`src/rtl/mux_bus_pkg.sv`:
```
package mux_bus_pkg;
  typedef enum logic [2:0] {
    TS_IDLE = 3'd0,
    TS_T1   = 3'd1,
    TS_T2   = 3'd2,
    TS_T3   = 3'd3,
    TS_TW   = 3'd4,
    TS_T4   = 3'd5
  } tstate_e;

  localparam logic [2:0] STS_PASSIVE = 3'b111;

  function automatic logic sts_is_write(logic [2:0] s);
    return s[1] & ~s[0];
  endfunction
endpackage

```
`src/rtl/bus_phase_fsm.sv`:
```
module bus_phase_fsm
  import mux_bus_pkg::*;
(
  input  logic    clk_i,
  input  logic    rst_ni,
  input  logic    req_i,
  input  logic [2:0] req_sts_i,
  input  logic    ready_i,
  output tstate_e state_o,
  output logic    phase_o,
  output logic    pend_o,
  output logic    rdy_o,
  output logic    accept_o,
  output logic    load_o,
  output logic    capture_o,
  output logic    done_o
);
  tstate_e state_q;
  logic    phase_q, pend_q, rdy_q;
  logic    slot;

  assign slot      = (state_q == TS_IDLE) || (state_q == TS_T4);
  assign accept_o  = req_i && slot && !phase_q && (req_sts_i != STS_PASSIVE);
  assign load_o    = phase_q && slot && pend_q;
  assign capture_o = phase_q && rdy_q && ((state_q == TS_T3) || (state_q == TS_TW));
  assign done_o    = (state_q == TS_T4) && !phase_q;

  always_ff @(posedge clk_i or negedge rst_ni) begin
    if (!rst_ni) begin
      state_q <= TS_IDLE;
      phase_q <= 1'b0;
      pend_q  <= 1'b0;
      rdy_q   <= 1'b0;
    end else if (!phase_q) begin
      phase_q <= 1'b1;
      if (accept_o) pend_q <= 1'b1;
      if ((state_q == TS_T3) || (state_q == TS_TW)) rdy_q <= ready_i;
    end else begin
      phase_q <= 1'b0;
      unique case (state_q)
        TS_IDLE, TS_T4: begin
          state_q <= pend_q ? TS_T1 : TS_IDLE;
          pend_q  <= 1'b0;
        end
        TS_T1:        state_q <= TS_T2;
        TS_T2:        state_q <= TS_T3;
        TS_T3, TS_TW: begin
          state_q <= rdy_q ? TS_T4 : TS_TW;
          rdy_q   <= 1'b0;
        end
        default:      state_q <= TS_IDLE;
      endcase
    end
  end

  assign state_o = state_q;
  assign phase_o = phase_q;
  assign pend_o  = pend_q;
  assign rdy_o   = rdy_q;
endmodule

```
`src/rtl/bus_drv.sv`:
```
module bus_drv
  import mux_bus_pkg::*;
#(
  parameter int W = 16
) (
  input  logic         clk_i,
  input  logic         rst_ni,
  input  tstate_e      state_i,
  input  logic         phase_i,
  input  logic         pend_i,
  input  logic         rdy_i,
  input  logic         accept_i,
  input  logic         load_i,
  input  logic         capture_i,
  input  logic [2:0]   req_sts_i,
  input  logic [W-1:0] req_addr_i,
  input  logic [W-1:0] req_wdata_i,
  input  logic [W-1:0] ad_i,
  output logic [W-1:0] ad_o,
  output logic         ad_oe_o,
  output logic         ale_o,
  output logic [2:0]   sts_o,
  output logic [W-1:0] rdata_o
);
  logic [2:0]   nxt_sts_q, cur_sts_q;
  logic [W-1:0] nxt_addr_q, nxt_wdata_q, cur_addr_q, cur_wdata_q, rdata_q;
  logic         cur_wr, slot, late, announce, active, data_ph;

  assign cur_wr = sts_is_write(cur_sts_q);

  always_ff @(posedge clk_i or negedge rst_ni) begin
    if (!rst_ni) begin
      nxt_sts_q   <= STS_PASSIVE;
      nxt_addr_q  <= '0;
      nxt_wdata_q <= '0;
      cur_sts_q   <= STS_PASSIVE;
      cur_addr_q  <= '0;
      cur_wdata_q <= '0;
      rdata_q     <= '0;
    end else begin
      if (accept_i) begin
        nxt_sts_q   <= req_sts_i;
        nxt_addr_q  <= req_addr_i;
        nxt_wdata_q <= req_wdata_i;
      end
      if (load_i) begin
        cur_sts_q   <= nxt_sts_q;
        cur_addr_q  <= nxt_addr_q;
        cur_wdata_q <= nxt_wdata_q;
      end
      if (capture_i && !cur_wr) rdata_q <= ad_i;
    end
  end

  assign slot     = (state_i == TS_IDLE) || (state_i == TS_T4);
  assign late     = (state_i == TS_T3) || (state_i == TS_TW);
  assign announce = slot && phase_i && pend_i;
  // code withdrawn in phase 2 of the last T3/TW
  assign active   = (state_i == TS_T1) || (state_i == TS_T2) || (late && !(phase_i && rdy_i));
  assign data_ph  = (state_i == TS_T2) || late || (state_i == TS_T4);

  always_comb begin
    ale_o   = announce || ((state_i == TS_T1) && !phase_i);
    sts_o   = announce ? nxt_sts_q : (active ? cur_sts_q : STS_PASSIVE);
    ad_oe_o = (state_i == TS_T1) || (cur_wr && data_ph);
    if (state_i == TS_T1)        ad_o = cur_addr_q;
    else if (cur_wr && data_ph)  ad_o = cur_wdata_q;
    else                         ad_o = '0;
  end

  assign rdata_o = rdata_q;
endmodule

```
`src/rtl/bus_addr_latch.sv`:
```
module bus_addr_latch
  import mux_bus_pkg::*;
#(
  parameter int W = 16
) (
  input  logic         clk_i,
  input  logic         rst_ni,
  input  logic         ale_i,
  input  logic [W-1:0] bus_i,
  input  logic [2:0]   sts_i,
  output logic [W-1:0] addr_o,
  output logic [2:0]   sts_o
);
  // transparent while strobe high, holds from its falling edge
  always_ff @(posedge clk_i or negedge rst_ni) begin
    if (!rst_ni) begin
      addr_o <= '0;
      sts_o  <= STS_PASSIVE;
    end else if (ale_i) begin
      addr_o <= bus_i;
      sts_o  <= sts_i;
    end
  end
endmodule

```
`src/rtl/mux_bus_seq.sv`:
```
module mux_bus_seq
  import mux_bus_pkg::*;
#(
  parameter int W = 16
) (
  input  logic         clk_i,
  input  logic         rst_ni,
  input  logic         req_i,
  input  logic [2:0]   req_sts_i,
  input  logic [W-1:0] req_addr_i,
  input  logic [W-1:0] req_wdata_i,
  output logic         req_ack_o,
  input  logic         ready_i,
  input  logic [W-1:0] ad_i,
  output logic [W-1:0] ad_o,
  output logic         ad_oe_o,
  output logic         ale_o,
  output logic [2:0]   sts_o,
  output logic         done_o,
  output logic [W-1:0] rdata_o,
  output logic [2:0]   tstate_o,
  output logic         phase_o,
  output logic [W-1:0] lat_addr_o,
  output logic [2:0]   lat_sts_o
);
  tstate_e      state;
  logic         phase, pend, rdy, accept, load, capture;
  logic [W-1:0] bus_val;

  bus_phase_fsm u_fsm (
    .clk_i     (clk_i),
    .rst_ni    (rst_ni),
    .req_i     (req_i),
    .req_sts_i (req_sts_i),
    .ready_i   (ready_i),
    .state_o   (state),
    .phase_o   (phase),
    .pend_o    (pend),
    .rdy_o     (rdy),
    .accept_o  (accept),
    .load_o    (load),
    .capture_o (capture),
    .done_o    (done_o)
  );

  bus_drv #(.W(W)) u_drv (
    .clk_i       (clk_i),
    .rst_ni      (rst_ni),
    .state_i     (state),
    .phase_i     (phase),
    .pend_i      (pend),
    .rdy_i       (rdy),
    .accept_i    (accept),
    .load_i      (load),
    .capture_i   (capture),
    .req_sts_i   (req_sts_i),
    .req_addr_i  (req_addr_i),
    .req_wdata_i (req_wdata_i),
    .ad_i        (ad_i),
    .ad_o        (ad_o),
    .ad_oe_o     (ad_oe_o),
    .ale_o       (ale_o),
    .sts_o       (sts_o),
    .rdata_o     (rdata_o)
  );

  assign bus_val = ad_oe_o ? ad_o : ad_i;

  bus_addr_latch #(.W(W)) u_latch (
    .clk_i  (clk_i),
    .rst_ni (rst_ni),
    .ale_i  (ale_o),
    .bus_i  (bus_val),
    .sts_i  (sts_o),
    .addr_o (lat_addr_o),
    .sts_o  (lat_sts_o)
  );

  assign req_ack_o = accept;
  assign tstate_o  = state;
  assign phase_o   = phase;
endmodule

```
`config.mk`:
```
export PLATFORM = sky130hd
export DESIGN_NAME = mux_bus_seq
export DESIGN_NICKNAME = d
export VERILOG_FILES = /design/src/rtl/mux_bus_pkg.sv /design/src/rtl/bus_phase_fsm.sv /design/src/rtl/bus_drv.sv /design/src/rtl/bus_addr_latch.sv /design/src/rtl/mux_bus_seq.sv
export SDC_FILE = /design/constraint.sdc
export NUM_CORES = 1
export LEC_CHECK = 0
export ABC_AREA = 1
export BUFFER_PORTS_ARGS = -buffer_cell sky130_fd_sc_hd__buf_4
export CORE_ASPECT_RATIO = 0.8
export CORE_MARGIN = 4
export CORE_UTILIZATION = 30
export DETAILED_ROUTE_END_ITERATION = 16
export GPL_TIMING_DRIVEN = 0
export SETUP_SLACK_MARGIN = 0.1
export SLEW_MARGIN = 15
export SYNTH_ARGS = -nofsm -noshare
export SYNTH_HDL_FRONTEND = slang
export SYNTH_SLANG_ARGS = --single-unit
```
`constraint.sdc`:
```
create_clock -name clk_i -period 2.3 [get_ports clk_i]
set_input_delay 0.23 -clock clk_i [delete_from_list [all_inputs] [get_ports clk_i]]
set_output_delay 0.23 -clock clk_i [all_outputs]
set_load 0.01 [all_outputs]
```
# ---- Yosys cells after proc, flatten, opt, wreduce, memory -nomap -nowiden
# Index checks and enable logic that the tools add are counted.
dict set report totals {
  regBits 111
  latchBits 0
  ram_bits 0
  rom_bits 0
  input_bits 55
  output_inout_bits 62
  n_memories 0
}
dict set report op_classes {
  add_sub_neg 0
  multipliers 0
  div_mod_pow 0
  magnitude_cmp 0
  n_eq_ne 8
  shifts 0
  muxes 15
  bitwise_logic 2
  reduce_logical 30
}
# op count
set ops {}
lappend ops {{$mux W16} 3}
lappend ops {{$logic_and A1 B1 Y1} 12}
lappend ops {{$pmux W3 S4} 1}
lappend ops {{$mux W1} 9}
lappend ops {{$logic_or A1 B1 Y1} 8}
lappend ops {{$eq A3 B2 Y1 const B} 2}
lappend ops {{$eq A3 B3 Y1 const B} 2}
lappend ops {{$mux W3} 2}
lappend ops {{$ne A2 B2 Y1 const B} 2}
lappend ops {{$reduce_and A2 Y1} 2}
lappend ops {{$reduce_bool A2 Y1} 2}
lappend ops {{$reduce_or A2 Y1} 2}
lappend ops {{$eq A3 B1 Y1 const B} 1}
lappend ops {{$logic_not A1 Y1} 3}
lappend ops {{$logic_not A3 Y1} 1}
lappend ops {{$ne A3 B3 Y1 const B} 1}
lappend ops {{$and A1 B1 Y1} 1}
lappend ops {{$not A1 Y1} 1}

# ---- Longest topological paths before layout
dict set report depth {
  word_depth 8
  depth_mapped 10
  ltp_nobuf 9
}

# ---- By module
# From an unflattened synthesis, not the netlist that was laid out.
dict set report hier_totals {
  hier_cells 529
  area_unflattened_um2 4957.3
}
# module n_inst cells_per_inst area_per_inst_um2 seq_area_each_um2
set modules_own_cells {}
lappend modules_own_cells {bus_drv 1 353 3641.0 2159.6}
lappend modules_own_cells {bus_addr_latch 1 80 742.0 479.2}
lappend modules_own_cells {bus_phase_fsm 1 44 330.3 150.1}
lappend modules_own_cells {mux_bus_seq 1 52 244.0 0.0}

# ---- Worst setup path after synthesis
# Ideal clock, no wire load.
dict set report synth_timing {
  path_kind {flip-flop to output port}
  from {register u_fsm.state_q[1] (netlist: u_fsm.state_o[1])}
  to {output ad_o[6]}
  arrival_ns 1.537
  t_required_ns 2.070
  path_slack_ns 0.533
  stages_incl_launch_ff 7
  n_path_buf 1
  cell_sequence {dfrtp_1 -> ha_1 -> nand3_1 -> nor2_1 -> buf_4 -> nand2_1 -> nand2_1}
}
dict set report synth_via {
  elab_chain_len 7
  word_cells_on_any_way 11
}
# element line_no
set synth_lines {}
lappend synth_lines {{start, declared} bus_phase_fsm.sv:18} ;# tstate_e state_q;
lappend synth_lines {{start signal, assigned} bus_phase_fsm.sv:42} ;# state_q <= pend_q ? TS_T1 : TS_IDLE;
lappend synth_lines {{start signal, assigned} bus_phase_fsm.sv:48} ;# state_q <= rdy_q ? TS_T4 : TS_TW;
lappend synth_lines {{$eq A3 B2 Y1 or $eq A3 B3 Y1 (tied branches)} bus_drv.sv:56} ;# assign late = (state_i == TS_T3) || (state_i == TS_TW);
lappend synth_lines {{$logic_or A1 B1 Y1} bus_drv.sv:56}
lappend synth_lines {{$logic_or A1 B1 Y1 (2 in series)} bus_drv.sv:60} ;# assign data_ph = (state_i == TS_T2) || late || (state_i == TS_T4);
lappend synth_lines {{$logic_and A1 B1 Y1} bus_drv.sv:67} ;# else if (cur_wr && data_ph) ad_o = cur_wdata_q;
lappend synth_lines {{$mux W16} bus_drv.sv:67}
lappend synth_lines {{$mux W16 *} bus_drv.sv:66} ;# if (state_i == TS_T1) ad_o = cur_addr_q;
lappend synth_lines {{end, declared} mux_bus_seq.sv:15} ;# output logic [W-1:0] ad_o,
# Every way passes the cells marked *; elsewhere a longest branch is shown, timed or not.

# ---- Worst setup path in the final report
dict set report layout_timing {
  from {register u_fsm.state_q[2] (netlist: u_fsm.state_o[2])}
  to {output ad_o[7]}
}
# The elaborated chain is that of the path after synthesis.

==> impl_metrics.tcl <==
set metrics [dict create \
    htree_levels 3 \
    vias 3966 \
    netlist_area_sq_mm 0.00465 \
    fin_tns_setup_ns 0 \
    cts_made_buffers 9 \
    cts.path.max_buffers 2 \
    synthCells 542 \
    fin_crit_sh_pct 91.9 \
    clkTransAtPathRegs_ns 0.07 \
    core-area_sq_mm 0.0151 \
    grt_pass1_vias 3909 \
    vdd_drop_max_v 0.000424 \
    critPathLaunch "u_fsm.state_o[2]" \
    synth_area_per_cell_sq_um 8.57 \
    p_comb_share_pct 40.2 \
    critPathArrivalTime_ns 1.88 \
    via_per_inst 4.45 \
    whs_ns -0.0192 \
    fp.dieArea_sq_mm 0.0176 \
    grt_pass1_wl_um 20500 \
    final_cells 891 \
    synth_top_family_by_area "simple AND/OR/NAND/NOR gates" \
    holdCritPathClass "input pin to async pin" \
    synth-simple-area-share_pct 19.8 \
    drc 0 \
    hold_viol 9 \
    ys_seq_area_share_pct 60.0 \
    fmax_mhz 473 \
    cp_slowest_cell "dfrtp_2" \
    leakagePower_uw 0.00323 \
    diodes 0 \
    synth_seq_cells 111 \
    fp.dieH_um 119 \
    crit_fanout 7 \
    synth_top_area_share_pct 54.9 \
    relSlewSlack_pct 31.8 \
    yosys_warnings 0 \
    syn_to_final_growth_pct 33.5 \
    synth_fp_nets 598 \
    overflow 0 \
    drtPass1Iterations 5 \
    grtUsageTotal_pct 14.8 \
    drtIter0Drc 286 \
    p_int_uw 5310 \
    cp.required_ns 2.07 \
    cp-end-kind "primary output" \
    reg2reg_from "u_fsm.state_o[1]" \
    wire_per_inst_um 14.4 \
    yosysUniqueCellTypes 22 \
    synthTopCellsByArea "dfrtp_1 55%, nand2_1 16%, o21ai_0 11%" \
    status "finished, violations left" \
    final_max_slew_viol_count 0 \
    setup_violations 0 \
    cpLargestDelayFamily "flip-flops" \
    worstSkewPairLatency_ns 0.34 \
    rsz0062_at_grt "true" \
    cts_sinks 111 \
    antenna_left 0 \
    synth_top_cell_by_area "dfrtp_1" \
    grt_antenna_before_repair 0 \
    worstSetupPathType "flip-flop to primary output" \
    synth_compound_area_share_pct 11.4 \
    crit_path_cell_trace "ha_1 > nand3_2 > nor2_4 > buf_4 > nand2_1 > nand2_1 > buf_4" \
    maxCapViolations 0 \
    dpl.hpwl_um 9970 \
    worst_slew_pin_slew_ns 1.02 \
    root_buffer "clkbuf_16" \
    synth.area.mux_share_pct 0 \
    p_clk_share_pct 19.2 \
    drive_above_1_share_pct 26.9 \
    port_buffers 116 \
    grt_max_degree 112 \
    synthAdderAreaFrac_pct 0.269 \
    min_period_ns 2.11 \
    hold_buffers 0 \
    p_seq_share_pct 40.6 \
    start_kind "flip-flop" \
    total_power_uw 8410 \
    rows 40 \
    synth_xor_area_share_pct 0 \
    p_switching_uw 3110 \
    routed_wl_um 12800 \
    switching_share_pct 36.9 \
    fp.dieW_um 147 \
    max_stage_delay_ns 0.47 \
    dp.cells 868 \
    worst-path-buf-inv 2 \
    io_pins 117 \
    cts_tree "yes" \
    skew_ns 0.0102 \
    start_util_pct 30.7 \
    place_congestion 0.841 \
    p_per_area_mw_per_mm2 1360 \
    final_nets 732 \
    violations "negative hold slack" \
]
-- power by group through the flow --
| stage | logic, uW | clock network (uW) | registers, uW |
|---|---|---|---|
| floorplan | 1700 | 0 | 3460 |
| CTS | 3330 | 1660 | 3400 |
| detailed placement | 3290 | 0 | 3430 |
| finish | 3380 | 1620 | 3420 |
| global placement | 3210 | 0 | 3400 |
| global route | 3820 | 1730 | 3530 |
-- synthesized netlist by cell type, drive strengths merged --
library cell / n
dfstp: 9
o21ai: 101
buf: 21
dfrtp: 102
nor3: 2
inv: 66
nand4: 4
ha: 1
nor2: 21
nand2: 201
o22ai: 2
a21oi: 2
nand3: 6
clkbuf: 4
-- metal layers --
layer	vias up	track usage, %	routed length, um
met3	10	4.98	1140
met1	1858	20.8	5920
met5	-	0	0
met4	0	3.20	82
met2	147	22.2	5650
li1	1951	-	-
-- worst paths after layout --
kind	end	slack (ns)	cells past startpoint
worst max-delay path	ad_o[7]	0.19	7
worst min-delay path	u_fsm.rdy_o	-0.02	1
worst max register to register	u_drv.nxt_wdata_q[4]	0.60	9
worst min register to register	u_latch.sts_o[1]	0.47	2
max in group asynchronous	u_fsm.state_o[0]	1.53	1
min in group clk_i	u_drv.nxt_wdata_q[8]	0.10	3
-- cell families (layout without fill, tap and decap cells) --
group                    count (synthesis)  after routing
flip-flops                             111            111
adder cells (fa/ha/maj)                  1              1
AO/OA/AOI/OAI                          105            105
AND/OR/NAND/NOR                        234            234
buffers and inverters                   91            230
-- worst reg2reg max path, stage by stage, from the launching register on --
cell	delay (ns)
dfrtp_2	0.47
inv_1	0.14
nand3_2	0.11
nand2_4	0.12
nand4_1	0.14
inv_2	0.13
buf_4	0.13
buf_2	0.22
nand2_1	0.08
o21ai_0	0.08
-- cell usage in the layout, fill, tap and decap left out, types with 3 or more instances in the layout --
cell	n
buf_2	13
buf_4	124
buf_6	6
clkbuf_1	7
clkbuf_16	9
dfrtp_1	99
dfrtp_2	3
dfstp_2	9
inv_1	63
inv_2	3
nand2_1	195
nand2_2	4
nand3_1	3
nand4_1	4
nor2_1	20
o21ai_0	99
-- sequential cells by signal, indices dropped and copies added, names as in the netlist --
name / count
u_drv.cur_wdata_q: 16
u_drv.rdata_o: 16
u_drv.nxt_addr_q: 16
u_drv.cur_sts_q: 3
u_fsm.state_o: 3
u_drv.cur_addr_q: 16
u_fsm.phase_o: 1
u_drv.nxt_sts_q: 3
u_fsm.pend_o: 1
u_drv.nxt_wdata_q: 16
u_latch.sts_o: 3
u_fsm.rdy_o: 1
u_latch.addr_o: 16
-- area by class of cell --
type,instances,area (sq um)
fillers,1532,8910
clock buffers,12,236
well taps,210,263
flip-flops and latches,111,2790
clock inverters,4,72.6
plain buffers,25,159
repair buffers,123,927
multi-input cells,340,1510
inverters,66,248
-- through the flow --
stage | hold slack (ns) | util [%] | setup WS (ns) | instance area, sq um
5_1_grt | 0.0920 | 41.0 | 0.0774 | 6200
3_3_place_gp | 0.443 | 38.2 | 0.128 | 5780
2_1_floorplan | -0.0656 | - | 0.533 | 4650
3_5_place_dp | 0.446 | 38.3 | 0.0871 | 5780
4_1_cts | 0.0749 | 40.5 | 0.100 | 6120
6_report | -0.0192 | 41.0 | 0.186 | 6200
-- repair_timing --
item                       CTS  global route
setup endpoints to repair   16            16
setup buffers                1             6
gates resized for setup      7            11
pin swaps                    1             1
Note: power is estimated with default switching activity, not from simulation.
